File: config.mk
export PLATFORM = sky130hd
export DESIGN_NAME = ser_char_tx
export DESIGN_NICKNAME = d
export VERILOG_FILES = /design/src/rtl/ser_char_tx_pkg.sv /design/src/rtl/ser_char_tx_mode.sv /design/src/rtl/ser_char_tx_shift.sv /design/src/rtl/ser_char_tx_ctrl.sv /design/src/rtl/ser_char_tx.sv
export SDC_FILE = /design/constraint.sdc
export NUM_CORES = 1
export LEC_CHECK = 0
export CORE_MARGIN = 2
export CORE_UTILIZATION = 25
export DETAILED_ROUTE_END_ITERATION = 6
export GPL_TIMING_DRIVEN = 0
export HOLD_SLACK_MARGIN = 0.1
export PLACE_DENSITY = 0.51
export SYNTH_ARGS = -nofsm -noshare
export SYNTH_HDL_FRONTEND = slang
export SYNTH_SLANG_ARGS = --single-unit
File: constraint.sdc
create_clock -name clk -period 3.2 [get_ports clk]
set_clock_uncertainty 0.1 [all_clocks]
set_input_delay 0.8 -clock clk [delete_from_list [all_inputs] [get_ports clk]]
set_output_delay 0.8 -clock clk [all_outputs]
set_load 0.03 [all_outputs]
File: src/rtl/ser_char_tx_pkg.sv
package ser_char_tx_pkg;
  localparam int WORD_W = 16;
  localparam int LEN_W  = $clog2(WORD_W) + 1;
  localparam int CODE_W = 4;

  typedef enum logic [1:0] {ST_IDLE, ST_SHIFT, ST_HALT} tx_state_t;

  // Character length in bits from the length code; codes below 3 clamp to 4 bits.
  function automatic logic [LEN_W-1:0] char_len(input logic [CODE_W-1:0] code);
    if (code < 4'd3) return LEN_W'(4);
    return LEN_W'(code) + LEN_W'(1);
  endfunction

  // Mask the word to the character length and put it in shift-out order (bit 0 leaves first).
  function automatic logic [WORD_W-1:0] line_order(input logic [WORD_W-1:0] data,
                                                   input logic [LEN_W-1:0] len,
                                                   input logic rev);
    logic [WORD_W-1:0] res;
    res = '0;
    for (int i = 0; i < WORD_W; i++) begin
      if (i < int'(len)) begin
        res[i] = rev ? data[int'(len) - 1 - i] : data[i];
      end
    end
    return res;
  endfunction
endpackage

File: src/rtl/ser_char_tx_mode.sv
module ser_char_tx_mode
  import ser_char_tx_pkg::*;
(
  input  logic              clk,
  input  logic              rst_n,
  input  logic              we,
  input  logic [WORD_W-1:0] wdata,
  output logic [WORD_W-1:0] rdata,
  output logic              enable,
  output logic              rev,
  output logic [CODE_W-1:0] len_code
);
  logic [WORD_W-1:0] mode_q;

  always_ff @(posedge clk) begin
    if (!rst_n)  mode_q <= '0;
    else if (we) mode_q <= wdata;
  end

  assign rdata    = mode_q;
  assign enable   = mode_q[1];
  assign rev      = mode_q[8];
  assign len_code = mode_q[14:11];

  assert_mode_write_R2: assert property (@(posedge clk) disable iff (!rst_n)
    we |=> rdata == $past(wdata));
endmodule

File: src/rtl/ser_char_tx_shift.sv
module ser_char_tx_shift
  import ser_char_tx_pkg::*;
#(
  parameter int DIV = 2
) (
  input  logic              clk,
  input  logic              rst_n,
  input  logic              load,
  input  logic [WORD_W-1:0] load_word,
  input  logic [LEN_W-1:0]  load_len,
  input  logic              active,
  output logic              ser_bit,
  output logic              bit_clk,
  output logic              char_end
);
  localparam int DIV_W = (DIV > 1) ? $clog2(DIV) : 1;

  logic [WORD_W-1:0] shreg;
  logic [LEN_W-1:0]  len_q;
  logic [LEN_W-1:0]  bitcnt;
  logic [DIV_W-1:0]  divcnt;
  logic              bit_end;

  assign bit_end  = active && (divcnt == DIV_W'(DIV - 1));
  assign char_end = bit_end && (bitcnt == len_q - LEN_W'(1));
  assign ser_bit  = active ? shreg[0] : 1'b1;
  assign bit_clk  = active && (divcnt >= DIV_W'(DIV / 2));

  always_ff @(posedge clk) begin
    if (!rst_n) begin
      shreg  <= '0;
      len_q  <= LEN_W'(4);
      bitcnt <= '0;
      divcnt <= '0;
    end else if (load) begin
      shreg  <= load_word;
      len_q  <= load_len;
      bitcnt <= '0;
      divcnt <= '0;
    end else if (active) begin
      divcnt <= bit_end ? '0 : divcnt + DIV_W'(1);
      if (bit_end) begin
        shreg  <= {1'b0, shreg[WORD_W-1:1]};
        bitcnt <= bitcnt + LEN_W'(1);
      end
    end
  end

  assert_bitcnt_in_char_R3: assert property (@(posedge clk) disable iff (!rst_n)
    active |-> bitcnt < len_q);
endmodule

File: src/rtl/ser_char_tx_ctrl.sv
module ser_char_tx_ctrl
  import ser_char_tx_pkg::*;
(
  input  logic clk,
  input  logic rst_n,
  input  logic enable,
  input  logic irq_en,
  input  logic restart,
  input  logic tx_valid,
  input  logic tx_last,
  input  logic char_end,
  output logic tx_ready,
  output logic load,
  output logic active,
  output logic un_flag,
  output logic txe_irq
);
  tx_state_t state;
  logic      last_q;
  logic      underrun;

  assign active   = (state == ST_SHIFT);
  assign tx_ready = (state == ST_IDLE && enable) || (active && char_end && !last_q);
  assign load     = tx_valid && tx_ready;
  assign underrun = active && char_end && !last_q && !tx_valid;

  always_ff @(posedge clk) begin
    if (!rst_n) begin
      state   <= ST_IDLE;
      last_q  <= 1'b0;
      un_flag <= 1'b0;
      txe_irq <= 1'b0;
    end else begin
      txe_irq <= 1'b0;
      if (load) last_q <= tx_last;
      unique case (state)
        ST_IDLE:  if (load) state <= ST_SHIFT;
        ST_SHIFT: begin
          if (char_end && last_q) state <= ST_IDLE;
          else if (underrun) begin
            state   <= ST_HALT;
            un_flag <= 1'b1;
            txe_irq <= irq_en;
          end
        end
        ST_HALT: if (restart) begin
          state   <= ST_IDLE;
          un_flag <= 1'b0;
        end
        default: state <= ST_IDLE;
      endcase
    end
  end

  assert_underrun_halts_R8: assert property (@(posedge clk) disable iff (!rst_n)
    (active && char_end && !last_q && !tx_valid) |=> (state == ST_HALT) && un_flag);
  assert_irq_with_flag_R9: assert property (@(posedge clk) disable iff (!rst_n)
    txe_irq |-> $rose(un_flag));
  assert_halt_holds_R10: assert property (@(posedge clk) disable iff (!rst_n)
    (state == ST_HALT && !restart) |=> (state == ST_HALT) && !tx_ready);
  assert_no_underrun_after_last_R11: assert property (@(posedge clk) disable iff (!rst_n)
    (active && char_end && last_q) |=> (state == ST_IDLE) && !un_flag);
endmodule

File: src/rtl/ser_char_tx.sv
module ser_char_tx
  import ser_char_tx_pkg::*;
#(
  parameter int DIV = 2
) (
  input  logic        clk,
  input  logic        rst_n,
  input  logic        mode_we,
  input  logic [15:0] mode_wdata,
  output logic [15:0] mode_rdata,
  input  logic        irq_en,
  input  logic        restart,
  input  logic        tx_valid,
  input  logic [15:0] tx_data,
  input  logic        tx_last,
  output logic        tx_ready,
  output logic        ser_out,
  output logic        bit_clk,
  output logic        un_flag,
  output logic        txe_irq
);
  logic              enable, rev, load, active, char_end;
  logic [CODE_W-1:0] len_code;
  logic [LEN_W-1:0]  len_now;
  logic [WORD_W-1:0] word_now;

  assign len_now  = char_len(len_code);
  assign word_now = line_order(tx_data, len_now, rev);

  ser_char_tx_mode u_mode (
    .clk(clk), .rst_n(rst_n), .we(mode_we), .wdata(mode_wdata),
    .rdata(mode_rdata), .enable(enable), .rev(rev), .len_code(len_code)
  );

  ser_char_tx_ctrl u_ctrl (
    .clk(clk), .rst_n(rst_n), .enable(enable), .irq_en(irq_en),
    .restart(restart), .tx_valid(tx_valid), .tx_last(tx_last),
    .char_end(char_end), .tx_ready(tx_ready), .load(load), .active(active),
    .un_flag(un_flag), .txe_irq(txe_irq)
  );

  ser_char_tx_shift #(.DIV(DIV)) u_shift (
    .clk(clk), .rst_n(rst_n), .load(load), .load_word(word_now),
    .load_len(len_now), .active(active), .ser_bit(ser_out),
    .bit_clk(bit_clk), .char_end(char_end)
  );

  assert_bitclk_quiet_R13: assert property (@(posedge clk) disable iff (!rst_n)
    (!active) |-> !bit_clk && ser_out);
endmodule

==> metrics.md, run 1 <==
| Metric | Value |
|---|---|
| Number of flops mapped to enable cells by yosys | `0` |
| Hold Path Cell Cnt | `2` |
| FMAX | `321 MHz` |
| R2r endpoint | `u_shift.shreg[7]$_SDFFE_PN0P_` |
| Via-per-instance ratio | `5.22` |
| Remaining global-route overflow | `0` |
| Crit path capture type | `flop` |
| Syn_nets | `485` |
| Area enclosed by the die boundary | `0.0163 sq mm` |
| Fraction of layout cells with a size suffix above 1 | `about 17%` |
| Buffers added on ports | `58` |
| Setup Slack @ Placement | `-401 ps` |
| Sequential element share of the synthesized area | `between 20% and 30%` |
| Number of cells after detailed placement | `between 600 and 700` |
| Slew Limit Fails | `0` |
| Cell depth of the worst flop-to-flop path | `13` |
| Crit path buffers/inverters | `2` |
| Peak fanout along the critical path | `10` |
| Worst setup slack for register-to-register paths | `90 ps` |
| Vias post-DR | `between 3000 and 4000` |
| Hold Crit Class | `flop to flop` |
| Crit path cell chain | `ha_4, or3_4, nand2_4, buf_6, ha_4, xnor2_4, inv_1, ha_2, nand2_1, xor2_2, mux2_2, a211oi_2, o21a_1` |
| Beginning of the worst register-to-register path | `u_mode.rdata[11]$_SDFFE_PN0P_` |
| Required time worst endpoint | `3340 ps` |
| All-Layer GR Usage | `between 10% and 20%` |
| Clk Tree Root Cell | `sky130_fd_sc_hd__clkbuf_16` |
| Final setup fails | `0` |
| Number of optimization iterations in the first detailed-route pass | `4` |
| Number of antenna violations at the first check in global routing | `0` |
| Maximum number of buffers from clock root to sink | `2` |
| Critical path's top delay family | `adder cells` |
| Final wirelength | `around 12 mm` |
| Detailed-route DRC error count | `0` |
| HP Start | `u_shift.len_q[1]$_SDFFE_PN0N_` |
| Initial DRC Count | `243` |
| Syn Std Cell Area | `0.00381 sq mm` |
| TritonCTS sink count | `48` |
| Most prevalent standard cell on the critical path | `sky130_fd_sc_hd__ha_4` |
| Per-cell routed wire length | `about 18 um` |
| Clock transition at path regs | `70 ps` |
| Warning count from the yosys run | `0` |
| Share of synthesized flip-flops with an asynchronous set or reset | `0%` |
| Smallest setup slack after layout | `85.1 ps` |
| Remaining antenna violation count | `0` |
| Arrival @ worst endpoint | `3260 ps` |
| Top FF cell, synth | `sky130_fd_sc_hd__dfxtp_1` |
| DP Wirelength | `9.29 mm` |
| Cts bufs inserted | `5` |
| CORE AREA | `about 0.015 sq mm` |
| Power per standard cell area | `419 mW/mm^2` |
| Fraction of the cycle the final worst path needs | `97.3%` |
| Final hold violations | `0` |
| Slowest-stage cell, CP | `sky130_fd_sc_hd__mux2_2` |
| Type of the worst setup path | `flop to flop` |
| Final RePlAce weighted congestion | `0.909` |
| CTS tree | `done` |
| Number of nets in the layout | `around 560` |
| Flip-flop and latch count after synthesis | `48` |
| Capture endpoint of the worst hold path | `u_shift.len_q[1]$_SDFFE_PN0N_` |
| Height of the die | `127 um` |
| Final TNS setup | `0 ps` |
| Area growth from synthesis to final layout | `34.5%` |
| Placement-stage cell area | `between 0.004 and 0.005 sq mm` |
| Number of global-route vias before repair | `3488` |
| Largest net degree at the start of global routing | `16` |
| Status | `finished clean` |
| FP Rows | `45` |
| Lkg Pwr | `1.94 nW` |
| Number of I/O pins | `60` |
| Insertion delay to the later sink of the worst-skew pair | `300 ps` |
| Number of distinct library cells after synthesis | `58` |
| Post-layout instance count excluding filler cells | `702` |
| Critical Path Max Stage Delay | `a little under 400 ps` |
| Rel. slew slack | `~43%` |
| Starting Density | `25.4%` |
| Final critical delay including setup and external delays | `3110 ps` |
| CP Launch Type | `flop` |
| Wire length of the first global-routing pass | `19.0 mm` |
| Count of antenna diodes in the layout | `0` |
| H-tree depth reported by CTS | `2` |
| Total power draw | `2.15 mW` |
| Maxcap violations | `0` |
| Slew at the pin closest to its max-slew limit | `roughly 860 ps` |
| # hold bufs at CTS | `0` |
| Post-route worst hold slack | `383 ps` |
| Mean post-synth cell area | `8.78 sq um` |
| Layout fillers | `1536` |
| Instance count of the mapped netlist | `434` |
| Final Util | `34.1%` |
| X dimension of the die | `around 130 um` |
| Layout Cell Area excl Fill | `0.00513 sq mm` |
| IR Drop Worst-Case VDD | `0.000186 V` |
[flip-flops by register name (all words and copies together) (netlist names)]
signal,cells
u_mode.rdata,16
u_shift.shreg,16
u_shift.bitcnt,5
u_shift.len_q,5
u_ctrl.state,2
u_ctrl.last_q,1
u_ctrl.txe_irq,1
u_ctrl.un_flag,1
u_shift.divcnt,1
[logic make-up (layout without fill, tap and decap cells)]
family          count (synthesis)  after routing  synth area share (%)
simple gates                  131            131                  18.3
compound gates                103            103                  17.4
mux                            74             74                  24.2
flops                          48             48                  25.2
buf+inv                        44            124                  5.35
xor+xnor                       22             22                  5.61
fa+ha+maj                      12             12                  3.94
[cell type report]
type	count	area [sq um]	area share, %
buffer	32	191	3.73
clock buffer	6	139	2.71
clock inverter	2	38.8	0.756
inverter	12	51.3	1.00
multi-input combinational	342	2800	54.6
sequential	48	966	18.8
tap	188	235	4.59
timing repair buffer	72	704	13.7
[report_power, final]
| part | leakage, nW | switching [mW] | internal, mW |
|---|---|---|---|
| logic | 1.46 | 0.425 | 0.436 |
| clock network | 0.0871 | 0.252 | 0.392 |
| registers | 0.393 | 0.0200 | 0.622 |
[cells in the final DEF, fill, tap and decap left out, drive strengths merged, types with 3 or more instances in the layout]
master	count
and3	4
a21boi	4
nor2	19
o2111ai	4
mux4	14
o221ai	5
and2	4
nor3	6
mux2i	55
clkinv	3
xnor2	12
clkbuf	25
buf	28
o21a	6
nor2b	19
nand4	14
mux2	5
dfxtp	48
a21oi	15
inv	9
ha	12
clkdlybuf4s50	57
o21ai	30
nand2b	6
nand3b	3
o22ai	12
nand3	9
a211oi	5
xor2	9
a31oi	7
nand2	36
or2	4
[tightest hold or removal path: cells and delay by family (launching register included)]
kind / cells / cell delay (ps)
simple gates: 1 / 50
compound gates: 1 / 60
flops: 1 / 320
[worst max path at each step]
stage                                   from                             end  slack, ps  depth (start not counted)
3_3_place_gp   u_mode.rdata[11]$_SDFFE_PN0P_   u_shift.shreg[9]$_SDFFE_PN0P_       -340                         15
5_1_grt        u_mode.rdata[11]$_SDFFE_PN0P_   u_shift.shreg[7]$_SDFFE_PN0P_        -10                         13
3_5_place_dp   u_mode.rdata[11]$_SDFFE_PN0P_   u_shift.shreg[9]$_SDFFE_PN0P_       -400                         15
6_report       u_mode.rdata[11]$_SDFFE_PN0P_   u_shift.shreg[7]$_SDFFE_PN0P_         90                         13
2_1_floorplan  u_mode.rdata[11]$_SDFFE_PN0P_   u_shift.shreg[1]$_SDFFE_PN0P_         30                         15
4_1_cts        u_mode.rdata[11]$_SDFFE_PN0P_  u_shift.shreg[15]$_SDFFE_PN0P_         10                         13
[metal layers]
metal  wire length (um)  track usage, %
met5                  0               0
met4                214            4.40
met3                490            2.68
met2               6040            24.6
met1               5560            19.7
[synthesized netlist by cell type (3+ instances only)]
master | number | area (sq um)
sky130_fd_sc_hd__a211oi_1 | 5 | 37.5
sky130_fd_sc_hd__a21boi_0 | 4 | 30.0
sky130_fd_sc_hd__a21oi_1 | 15 | 75.1
sky130_fd_sc_hd__a31oi_1 | 7 | 43.8
sky130_fd_sc_hd__and2_1 | 4 | 25.0
sky130_fd_sc_hd__and3_1 | 4 | 25.0
sky130_fd_sc_hd__buf_2 | 7 | 35.0
sky130_fd_sc_hd__buf_4 | 6 | 45.0
sky130_fd_sc_hd__clkbuf_1 | 18 | 67.6
sky130_fd_sc_hd__dfxtp_1 | 48 | 961
sky130_fd_sc_hd__ha_1 | 12 | 150
sky130_fd_sc_hd__inv_1 | 9 | 33.8
sky130_fd_sc_hd__mux2_2 | 5 | 56.3
sky130_fd_sc_hd__mux2i_1 | 55 | 551
sky130_fd_sc_hd__mux4_2 | 14 | 315
sky130_fd_sc_hd__nand2_1 | 35 | 131
sky130_fd_sc_hd__nand2b_1 | 6 | 37.5
sky130_fd_sc_hd__nand3_1 | 9 | 45.0
sky130_fd_sc_hd__nand3b_1 | 3 | 22.5
sky130_fd_sc_hd__nand4_1 | 14 | 87.6
sky130_fd_sc_hd__nor2_1 | 18 | 67.6
sky130_fd_sc_hd__nor2b_1 | 19 | 119
sky130_fd_sc_hd__nor3_1 | 6 | 30.0
sky130_fd_sc_hd__o2111ai_1 | 4 | 35.0
sky130_fd_sc_hd__o21a_1 | 6 | 45.0
sky130_fd_sc_hd__o21ai_0 | 29 | 145
sky130_fd_sc_hd__o221ai_1 | 5 | 43.8
sky130_fd_sc_hd__o22ai_1 | 12 | 75.1
sky130_fd_sc_hd__or2_2 | 3 | 18.8
sky130_fd_sc_hd__xnor2_1 | 11 | 96.3
sky130_fd_sc_hd__xor2_1 | 9 | 78.8
[what timing repair did]
action,CTS,global route
gates cloned,0,1
pin swaps,5,8
resized for setup,16,22
setup buffers,8,5
setup endpoints to repair,16,14
Power figures use the tool's default switching activity.
==> inputs of run 2 (changes only) <==
--- a/config.mk
+++ b/config.mk
@@ -5,7 +5,7 @@
 export SDC_FILE = /design/constraint.sdc
 export NUM_CORES = 1
 export LEC_CHECK = 0
-export CORE_MARGIN = 2
+export CORE_MARGIN = 4
 export CORE_UTILIZATION = 25
 export DETAILED_ROUTE_END_ITERATION = 6
 export GPL_TIMING_DRIVEN = 0
==> metrics.md, run 2 (synthesis results as in run 1) <==
| Metric | Value |
|---|---|
| Status | `finished clean (unchanged)` |
| Multi-input combinational cell area | `0.00285 sq mm (was 0.00280 sq mm)` |
| Starting Density | `25.8% (was 25.4%)` |
| Post-route met1 wirelength | `5.59 mm (was 5.56 mm)` |
| Reg area | `967 sq um (was 966 sq um)` |
| Slowest-stage cell, CP | `sky130_fd_sc_hd__or3_4 (was sky130_fd_sc_hd__mux2_2)` |
| H-tree depth reported by CTS | `2 (unchanged)` |
| Type of the worst setup path | `flop to flop (unchanged)` |
| Clk Tree Root Cell | `sky130_fd_sc_hd__clkbuf_16 (unchanged)` |
| Maxcap violations | `0 (unchanged)` |
| Via-per-instance ratio | `5.21 (was 5.22)` |
| Fraction of layout cells with a size suffix above 1 | `20.1% (was 17.3%)` |
| Arrival @ worst endpoint | `3280 ps (was 3260 ps)` |
| Power per standard cell area | `425 mW/mm^2 (was 419 mW/mm^2)` |
| CTS tree | `done (unchanged)` |
| Count of antenna diodes in the layout | `0 (unchanged)` |
| Maximum number of buffers from clock root to sink | `2 (unchanged)` |
| Leading cell types in the layout, fill and taps excluded | `sky130_fd_sc_hd__clkdlybuf4s50_1, sky130_fd_sc_hd__mux2i_1, sky130_fd_sc_hd__dfxtp_1 (unchanged)` |
| All-Layer GR Usage | `13.7% (was 14.8%)` |
| Slew Limit Fails | `0 (unchanged)` |
| Cts bufs inserted | `5 (unchanged)` |
| Buffers added on ports | `58 (unchanged)` |
| Final TNS setup | `0 ps (unchanged)` |
| Final hold violations | `0 (unchanged)` |
| Number of optimization iterations in the first detailed-route pass | `5 (was 4)` |
| RSZ-0062 raised after global routing | `yes` |
| Wire length of the first global-routing pass | `19.8 mm (was 19.0 mm)` |
| Highest Signal Layer | `met4 (unchanged)` |
| TritonCTS sink count | `48 (unchanged)` |
| Number of I/O pins | `60 (unchanged)` |
| Total met2 wirelength after detailed routing | `5.65 mm (was 6.04 mm)` |
| Final setup fails | `0 (unchanged)` |
| Layout fillers | `1496 (was 1536)` |
| FP Rows | `44 (was 45)` |
| Final wirelength | `12.2 mm (was 12.3 mm)` |
| Final RePlAce weighted congestion | `0.896 (was 0.909)` |
| CORE AREA | `0.0148 sq mm (was 0.0150 sq mm)` |
| Largest net degree at the start of global routing | `17 (was 16)` |
| Final critical delay including setup and external delays | `3160 ps (was 3110 ps)` |
| Number of global-route vias before repair | `3758 (was 3488)` |
| IR Drop Worst-Case VDD | `0.000348 V (was 0.000186 V)` |
| Required time worst endpoint | `3320 ps (was 3340 ps)` |
| Per-cell routed wire length | `17.3 um (was 17.5 um)` |
| DP Wirelength | `9.45 mm (was 9.29 mm)` |
| Number of nets in the layout | `573 (was 564)` |
| Clock transition at path regs | `70 ps (about the same)` |
| Area enclosed by the die boundary | `0.0173 sq mm (was 0.0163 sq mm)` |
| Hold Crit Class | `flop to flop (unchanged)` |
| Insertion delay to the later sink of the worst-skew pair | `290 ps (was 300 ps)` |
| Remaining global-route overflow | `0 (unchanged)` |
| Area growth from synthesis to final layout | `37.6% (was 34.5%)` |
| Initial DRC Count | `185 (was 243)` |
| FMAX | `316 MHz (was 321 MHz)` |
| Crit path capture type | `flop (unchanged)` |
| Met3 routed wirelength | `724 um (was 490 um)` |
| Number of antenna violations at the first check in global routing | `0 (unchanged)` |
| Commonest non-fill, non-tap cell in the layout | `sky130_fd_sc_hd__clkdlybuf4s50_1 (unchanged)` |
| Detailed-route DRC error count | `0 (unchanged)` |
| Lkg Pwr | `1.97 nW (was 1.94 nW)` |
| Critical Path Max Stage Delay | `430 ps (was 390 ps)` |
| Fraction of the cycle the final worst path needs | `98.8% (was 97.3%)` |
| X dimension of the die | `131 um (was 127 um)` |
| Slew at the pin closest to its max-slew limit | `826 ps (was 857 ps)` |
| Height of the die | `131 um (was 127 um)` |
| Post-route worst hold slack | `394 ps (was 383 ps)` |
| Crit path cell chain | `ha_4, or3_4, nand2_8, inv_8, buf_12, ha_4, buf_12, clkinvlp_4, ha_4, mux4_2, mux2i_2, nand3_1, a31oi_1 (was ha_4, or3_4, nand2_4, buf_6, ha_4, xnor2_4, inv_1, ha_2, nand2_1, xor2_2, mux2_2, a211oi_2, o21a_1)` |
| Most prevalent standard cell on the critical path | `sky130_fd_sc_hd__ha_4 (unchanged)` |
| Remaining antenna violation count | `0 (unchanged)` |
| CP Launch Type | `flop (unchanged)` |
| Rel. slew slack | `45.0% (was 42.9%)` |
| Peak fanout along the critical path | `8 (was 10)` |
| Vias post-DR | `3681 (was 3666)` |
## run 2: cell types whose count changed in the layout (fill, tap and decap cells not counted), moves of 2 or more
cell	delta
sky130_fd_sc_hd__buf_4	+11
sky130_fd_sc_hd__buf_6	-2
sky130_fd_sc_hd__mux2_2	+2
sky130_fd_sc_hd__mux2_4	-2
sky130_fd_sc_hd__mux2i_1	-5
sky130_fd_sc_hd__mux2i_2	+4
## run 2: final cells by class
| class | count | area share, % |
|---|---|---|
| buffer | 32 | 3.82 |
| clock buffer | 5 | 2.38 |
| clock inverter | 3 | 1.31 |
| inverter | 12 | 1.07 |
| multi-input combinational | 342 | 54.3 |
| sequential | 48 | 18.4 |
| tap | 184 | 4.39 |
| timing repair buffer | 81 | 14.3 |
## run 2: report_power, final
group	switching, mW	internal (mW)	leakage (nW)
sequential	0.0196	0.622	0.393
clock	0.230	0.450	0.0944
combinational	0.449	0.456	1.49
total	0.699	1.53	1.97
## run 2: per-layer routing
layer | global-route usage [%] | up-vias
met5 | 0 | -
met4 | 3.85 | 0
met3 | 2.79 | 22
met2 | 22.1 | 114
met1 | 18.7 | 1759
li1 | - | 1786
## run 2: path summary, 6_finish.rpt
path | slack, ps | from | endpoint | cells after the start
setup / recovery | 40 | u_mode.rdata[11]$_SDFFE_PN0P_ | u_shift.shreg[14]$_SDFFE_PN0P_ | 13
setup reg to reg | 40 | u_mode.rdata[11]$_SDFFE_PN0P_ | u_shift.shreg[14]$_SDFFE_PN0P_ | 13
hold / removal | 390 | u_shift.len_q[0]$_SDFFE_PN0N_ | u_shift.len_q[0]$_SDFFE_PN0N_ | 2
hold reg to reg | 390 | u_shift.len_q[0]$_SDFFE_PN0N_ | u_shift.len_q[0]$_SDFFE_PN0N_ | 2
## run 2: per-stage QoR
stage / area, sq um / util, % / worst slack [ps] / total power [mW] / std cells
floorplan: 3870 / - / 34.7 / 1.18 / 434
global placement: 4690 / 31.8 / -321 / 1.39 / 676
CTS: 5020 / 34.0 / 14.9 / 2.16 / 691
detailed placement: 4690 / 31.8 / -364 / 1.40 / 676
global route: 5250 / 35.6 / -61.6 / 2.33 / 707
finish: 5250 / 35.6 / 38.2 / 2.23 / 707
## run 2: worst max-delay path, delay by kind of cell, from the launching register on
family                     cells  cell delay, ps
buffers and inverters          4             440
and+or+nand+nor                3             690
DFF                            1             360
AOI/OAI and AO/OA              1             170
muxes                          2             580
adders and majority gates      3             750
## run 2: what timing repair did
action	CTS	global route
hold buffers	0	0
gates resized for setup	24	25
buffers inserted	7	16
setup endpoints to repair	16	14
pin swaps	4	15
==> inputs of run 3 (changes only) <==
--- a/config.mk
+++ b/config.mk
@@ -11,6 +11,7 @@
 export GPL_TIMING_DRIVEN = 0
 export HOLD_SLACK_MARGIN = 0.1
 export PLACE_DENSITY = 0.51
+export SLEW_MARGIN = 15
 export SYNTH_ARGS = -nofsm -noshare
 export SYNTH_HDL_FRONTEND = slang
 export SYNTH_SLANG_ARGS = --single-unit
==> results of run 3 <==
Same layout as run 2: the final DEF is identical, and so are final timing and power.
